File: src/rtl/cla_pkg.sv
package cla_pkg;
  localparam int unsigned CLA_SLICE_W_DEF = 4;
  localparam int unsigned CLA_SLICES_DEF  = 4;

  typedef struct packed {
    logic prop;
    logic gen;
  } grp_pair_t;
endpackage

File: src/rtl/cla_lookahead.sv
module cla_lookahead #(
  parameter int unsigned N = 4
) (
  input  logic [N-1:0] p_i,
  input  logic [N-1:0] g_i,
  input  logic         c_i,
  output logic [N:1]   c_o,
  output logic         gp_o,
  output logic         gg_o
);
  // flat sum-of-products for the carry out of position top
  function automatic logic sop_carry(input logic [N-1:0] pv, input logic [N-1:0] gv,
                                     input logic cv, input int top);
    logic acc;
    logic prod;
    acc = cv;
    for (int k = 0; k <= top; k++) acc = acc & pv[k];
    for (int j = 0; j <= top; j++) begin
      prod = gv[j];
      for (int k = j + 1; k <= top; k++) prod = prod & pv[k];
      acc = acc | prod;
    end
    return acc;
  endfunction

  for (genvar i = 0; i < N; i++) begin : g_carry
    assign c_o[i+1] = sop_carry(p_i, g_i, c_i, i);
  end

  assign gp_o = &p_i;
  assign gg_o = sop_carry(p_i, g_i, 1'b0, N - 1);

  always_comb begin
    if (gp_o) a_r3_prop_passes_cin : assert (c_o[N] == c_i);
    if (gg_o) a_r4_gen_forces_carry : assert (c_o[N]);
  end
endmodule

File: src/rtl/cla_slice.sv
module cla_slice #(
  parameter int unsigned W = 4
) (
  input  logic [W-1:0] a_i,
  input  logic [W-1:0] b_i,
  input  logic         c_i,
  output logic [W-1:0] s_o,
  output logic         c_o,
  output logic         gp_o,
  output logic         gg_o
);
  logic [W-1:0] prop;
  logic [W-1:0] gen;
  logic [W:1]   carry;
  logic [W-1:0] carry_in_bits;

  assign prop = a_i ^ b_i;
  assign gen  = a_i & b_i;

  cla_lookahead #(.N(W)) u_la (
    .p_i (prop),
    .g_i (gen),
    .c_i (c_i),
    .c_o (carry),
    .gp_o(gp_o),
    .gg_o(gg_o)
  );

  if (W > 1) begin : g_wide
    assign carry_in_bits = {carry[W-1:1], c_i};
  end else begin : g_one
    assign carry_in_bits = c_i;
  end

  assign s_o = prop ^ carry_in_bits;
  assign c_o = carry[W];

  always_comb begin
    a_r1_slice_sum : assert ({c_o, s_o} == ({1'b0, a_i} + {1'b0, b_i} + (W+1)'(c_i)));
  end
endmodule

File: src/rtl/cla_adder_top.sv
module cla_adder_top
  import cla_pkg::*;
#(
  parameter int unsigned SLICE_W       = CLA_SLICE_W_DEF,
  parameter int unsigned N_SLICES      = CLA_SLICES_DEF,
  parameter bit          RIPPLE_SLICES = 1'b0,
  localparam int unsigned DATA_W       = SLICE_W * N_SLICES
) (
  input  logic [DATA_W-1:0] a_i,
  input  logic [DATA_W-1:0] b_i,
  input  logic              carry_i,
  output logic [DATA_W-1:0] sum_o,
  output logic              carry_o,
  output logic              grp_prop_o,
  output logic              grp_gen_o
);
  grp_pair_t [N_SLICES-1:0] grp;
  logic [N_SLICES-1:0] grp_p;
  logic [N_SLICES-1:0] grp_g;
  logic [N_SLICES-1:0] slice_cin;
  logic [N_SLICES-1:0] slice_cout;
  logic [N_SLICES:1]   lvl2_carry;

  for (genvar k = 0; k < N_SLICES; k++) begin : g_slice
    cla_slice #(.W(SLICE_W)) u_slice (
      .a_i (a_i[k*SLICE_W +: SLICE_W]),
      .b_i (b_i[k*SLICE_W +: SLICE_W]),
      .c_i (slice_cin[k]),
      .s_o (sum_o[k*SLICE_W +: SLICE_W]),
      .c_o (slice_cout[k]),
      .gp_o(grp[k].prop),
      .gg_o(grp[k].gen)
    );
    assign grp_p[k] = grp[k].prop;
    assign grp_g[k] = grp[k].gen;

    if (k == 0) begin : g_first
      assign slice_cin[k] = carry_i;
    end else if (RIPPLE_SLICES) begin : g_chain
      assign slice_cin[k] = slice_cout[k-1];
    end else begin : g_look
      assign slice_cin[k] = lvl2_carry[k];
    end
  end

  cla_lookahead #(.N(N_SLICES)) u_lvl2 (
    .p_i (grp_p),
    .g_i (grp_g),
    .c_i (carry_i),
    .c_o (lvl2_carry),
    .gp_o(grp_prop_o),
    .gg_o(grp_gen_o)
  );

  if (RIPPLE_SLICES) begin : g_cout_chain
    assign carry_o = slice_cout[N_SLICES-1];
  end else begin : g_cout_look
    assign carry_o = lvl2_carry[N_SLICES];
  end

  always_comb begin
    a_r1_word_sum : assert ({carry_o, sum_o} ==
                            ({1'b0, a_i} + {1'b0, b_i} + (DATA_W+1)'(carry_i)));
    if (grp_prop_o) a_r3_word_prop : assert (sum_o == {DATA_W{~carry_i}});
    if (grp_gen_o)  a_r4_word_gen  : assert (carry_o && !grp_prop_o);
    for (int k = 0; k < N_SLICES; k++) begin
      a_r6_chain_matches_lookahead : assert (slice_cout[k] == lvl2_carry[k+1]);
    end
  end
endmodule

File: config.mk
export PLATFORM = sky130hd
export DESIGN_NAME = cla_adder_top
export DESIGN_NICKNAME = d
export VERILOG_FILES = /design/src/rtl/cla_pkg.sv /design/src/rtl/cla_lookahead.sv /design/src/rtl/cla_slice.sv /design/src/rtl/cla_adder_top.sv
export SDC_FILE = /design/constraint.sdc
export NUM_CORES = 1
export LEC_CHECK = 0
export BUFFER_PORTS_ARGS = -buffer_cell sky130_fd_sc_hd__buf_2
export CAP_MARGIN = 40
export CORE_MARGIN = 1.5
export CORE_UTILIZATION = 46
export DETAILED_ROUTE_END_ITERATION = 10
export PLACE_DENSITY = 0.88
export SLEW_MARGIN = 10
export SYNTH_ARGS = -nofsm -noshare
export SYNTH_HDL_FRONTEND = slang
export SYNTH_SLANG_ARGS = --single-unit
File: constraint.sdc
create_clock -name vclk -period 2.82
set_input_delay 0 -clock vclk [all_inputs]
set_output_delay 0 -clock vclk [all_outputs]
set_load 0.02 [all_outputs]
### After elaboration in Yosys (flattened, before gate mapping)

Cells that the tools add are included.
Widths: inputs -> output; s select.

* bits of input ports: 33
* logic and storage cells: 112
* memories kept: 0
* output and inout port bits: 19
* memory bits (read-only): 0
* memory bits (writable): 0
* latch bits: 0
* register bits after elaboration: 0

* equal/unequal tests: 0
* $add $sub $neg: 0
* multiplexer cells: 0
* multiply operators: 0
* divide/modulo/power cells: 0
* magnitude comparators: 0
* bitwise operators: 107
* reductions and logical operators: 5
* shift operators: 0

Operators by type and width (count)
* $or 1x1->1: 49
* $and 1x1->1: 46
* $xor 4x4->4: 8
* $and 4x4->4: 4
* $reduce_and 16->1: 1
* $reduce_and 4->1: 4

### Depth between registers and ports, before layout

* word-level depth: 19
* gate-level depth with buffers: 10
* mapped depth without buffers: 10

### Hierarchy

A second synthesis with hierarchy kept.

* cells, all modules: 82
* area, all modules: 640.6 um^2

By module, submodules not included
* cla_slice: area each 85.1 um^2, cells each 8, times used 4, seq. area each 0.0 um^2
* cla_lookahead: area each 60.1 um^2, cells each 10, times used 5, seq. area each 0.0 um^2

### Worst setup path before layout

OpenSTA, ideal clock, no wires.

* path kind: in2out
* start: in a_i[3]
* end: out sum_o[15]
* cell stages on the path: 10
* buffers on the path: 0
* arrival time: 1.892 ns
* required time: 2.820 ns
* path slack: 0.928 ns
* path through: ha_1 -> a21oi_1 -> o221ai_2 -> a21oi_1 -> o21bai_1 -> ha_1 -> o21a_1 -> o21a_1 -> nor2_1 -> xnor2_1

* cells in the longest elaborated chain, start to end: 17
* elaborated cells between the ends (all ways): 24
* classes of those cells: bitwise (23); reduce/logical (1)

Ends and longest elaborated chain
* start, declared: RTL line cla_adder_top.sv:9 `input logic [DATA_W-1:0] a_i,`
* $xor 4x4->4: RTL line cla_slice.sv:17 `assign prop = a_i ^ b_i;`
* $and 1x1->1: RTL line cla_lookahead.sv:20 `for (int k = j + 1; k <= top; k++) prod = prod & pv[k];`
* $or 1x1->1 (3 in a row): RTL line cla_lookahead.sv:21 `acc = acc | prod;`
* $and 1x1->1 (2 in a row): RTL line cla_lookahead.sv:20
* $or 1x1->1 * (3 in a row): RTL line cla_lookahead.sv:21
* $and 1x1->1 *: RTL line cla_lookahead.sv:17 `for (int k = 0; k <= top; k++) acc = acc & pv[k];`
* $and 1x1->1 *
* $and 1x1->1 *: RTL line cla_lookahead.sv:17
* $or 1x1->1 * (3 in a row): RTL line cla_lookahead.sv:21
* $xor 4x4->4 *: RTL line cla_slice.sv:35 `assign s_o = prop ^ carry_in_bits;`
* end, declared: RTL line cla_adder_top.sv:12 `output logic [DATA_W-1:0] sum_o,`

Mark *: on every way between the ends. The rest lies on a longest branch, timed or not.

### Worst setup path after layout

* start: in a_i[1]
* end: out sum_o[15]

* cells in the longest elaborated chain, start to end: 19
* elaborated cells between the ends (all ways): 26
* classes of those cells: bitwise (25); reduce/logical (1)

Ends and longest elaborated chain (RTL line)
* $xor 4x4->4: cla_slice.sv:17
* $and 1x1->1 (3 in a row): cla_lookahead.sv:20
* $or 1x1->1 (3 in a row): cla_lookahead.sv:21
* $and 1x1->1 (2 in a row): cla_lookahead.sv:20
* $or 1x1->1 * (3 in a row): cla_lookahead.sv:21
* $and 1x1->1 *: cla_lookahead.sv:17
* $and 1x1->1 *
* $and 1x1->1 *: cla_lookahead.sv:17
* $or 1x1->1 * (3 in a row): cla_lookahead.sv:21
* $xor 4x4->4 *: cla_slice.sv:35

Marked as above.

==> flow_summary.yaml <==
final_layout:
  seq_cell_count: 0
  antenna_cells: 0
  nClkBuffers: 0
  nets: 193
  area_growth_pct: 40.5
  fillers: 130
  layout-drive-gt1-share_pct: 40.3
  ff_latch_area_sq_um: 0
  final_area_sq_um: 967
timing:
  report.final.setup_viol: 0
  fin_tns_setup_ns: 0
  tightest_slew_ns: 0.268
  layout_min_cycle_time_ns: 2.29
  whs_ns: 0.416
  slew_viol_final: 0
  final.period_utilization_pct: 81.1
  hold_violations: 0
  rsz0062_at_grt: "no"
  fmax_mhz: 437
  maxSlewHeadroom_pct: 82.0
critical_path:
  cp_cell_sequence: "buf_2 > ha_1 > a21oi_1 > o221ai_2 > a21oi_1 > o21bai_1 > ha_1 > o21a_1 > o21a_1 > nor2_1 > xnor2_1 > buf_2"
  critPathRequiredTime_ns: 2.82
  path_class: "in2out"
  worstSetupStartpointType: "primary input"
  path_max_fanout: 4
  cp-end-kind: "primary output"
  cp_num_buf_inv: 2
  worstPathArrival_ns: 2.29
  max_stage_delay_ns: 0.34
  crit_family: "compound AO/OA/AOI/OAI gates"
  slowest_stage: "ha_1"
clocking:
  ctsResizeCount: 0
  cts_setup_buffers: 0
  cts_hold_buffers: 0
power:
  power_density_mw_per_mm2: 291
  ir_worst_vdd_v: 0.000158
  p_leak_nw: 0.524
global_routing:
  grt_max_degree: 5
  overflow: 0
  antenna_found_initial: 0
  grt.total_usage_pct: 20.3
  grt_pass1_vias: 795
  grt_first_pass_wirelength_mm: 3.00
synthesis:
  synth_top_area_cell: "ha_1"
  synth_cell_types: 20
  ys_seq_area_share_pct: 0
  yosysWarnings: 0
  synthCells: 82
  syn_avg_cell_area_sq_um: 8.39
  synth_nets: 139
  yosys.area.top_type_share_pct: 36.4
  yosys-top-cells-area: "ha_1 (36%), fa_1 (12%), o21a_1 (8.7%), a21oi_1 (5.8%), xnor2_1 (5.1%)"
  netlist_area_sq_um: 688
min_path:
  hold_class: "in2out"
placement:
  dp_hpwl_mm: 1.62
  place.gp.congestion: 0.779
  portBuffers: 52
  dpl-instance-area_sq_um: 967
floorplan:
  io-pin-count: 52
  die_h_um: 41.7
  row_count: 13
  initial_core_util_pct: 51.0
  die_w_um: 41.7
  design.die.area_sq_mm: 0.00174
  fp.coreArea_sq_mm: 0.00135
flow_run:
  drv_cap: 0
routing:
  drt_wl_total_mm: 1.71
  via_per_inst: 5.30
  dr.pass1.iters: 4
  vias: 790
  ant_nets: 0
  initialDrtViolationCount: 5
  routedWlPerCell_um: 11.5
  drc_errors: 0
outcome:
  status: "finished clean"
report_power, final:
part / leakage, nW / internal [W] / switching, W / total [W]
clock network: 0 / 0 / 0 / 0
logic: 0.524 / 0.000115 / 0.000167 / 0.000282
registers: 0 / 0 / 0 / 0
cells in the final DEF, fill, tap and decap left out, drive strengths merged:
| cell type | Yosys | layout |
|---|---|---|
| buf | 0 | 52 |
| ha | 20 | 20 |
| nor2 | 9 | 9 |
| a21oi | 8 | 8 |
| o21a | 8 | 8 |
| o21ai | 5 | 5 |
| nand2 | 4 | 4 |
| nor3 | 4 | 4 |
| xor2 | 4 | 4 |
| xnor2 | 4 | 4 |
| fa | 4 | 4 |
| nand4 | 2 | 2 |
| inv | 2 | 2 |
| a21o | 2 | 2 |
| o221ai | 1 | 1 |
| o21bai | 1 | 1 |
| and4 | 1 | 1 |
| nand2b | 1 | 1 |
| a221oi | 1 | 1 |
| nor4 | 1 | 1 |
layer usage:
layer	global-route usage (%)	part of all wire, %
met2	42.2	54
met4	0	0
met1	23.1	39
met3	1.30	7.0
met5	0	0
cell type report:
type	count	area (sq um)	area share, %
inverter	2	7.51	0.776
tap	15	18.8	1.94
timing repair buffer	52	260	26.9
multi-input combinational	80	681	70.4
final timing paths:
kind,end,slack (ns),depth (start not counted),start
max,sum_o[15],0.53,12,a_i[1]
min,sum_o[8],0.42,3,b_i[8]
cell usage after synthesis:
cell type and n:
o21bai_1 1, nand2_1 4, nor3_1 4, o21ai_1 4, a21o_1 2, o21a_1 8
ha_1 20, a221oi_2 1, nand4_1 2, xnor2_1 4, a21oi_1 8, o221ai_2 1
nor2_1 9, o21ai_0 1, nor4_1 1, fa_1 4, and4_1 1, xor2_1 4
nand2b_1 1, inv_1 2
metrics by stage:
stage	std cells	setup slack [ns]	util, %	power [W]
after floorplan	82	0.928	-	0.000194
after detailed placement	149	0.516	71.6	0.000283
after global routing	149	0.342	71.6	0.000311
after global placement	149	0.696	71.6	0.000272
after CTS	149	0.516	71.6	0.000285
final	149	0.533	71.6	0.000282
cells by family after synthesis:
group | count (synthesis) | synth area share, %
buf+inv | 2 | 1.09
simple gates | 22 | 14.9
xor+xnor | 8 | 10.2
fa+ha+maj | 24 | 48.0
compound gates | 26 | 25.8
Power figures use the tool's default switching activity.
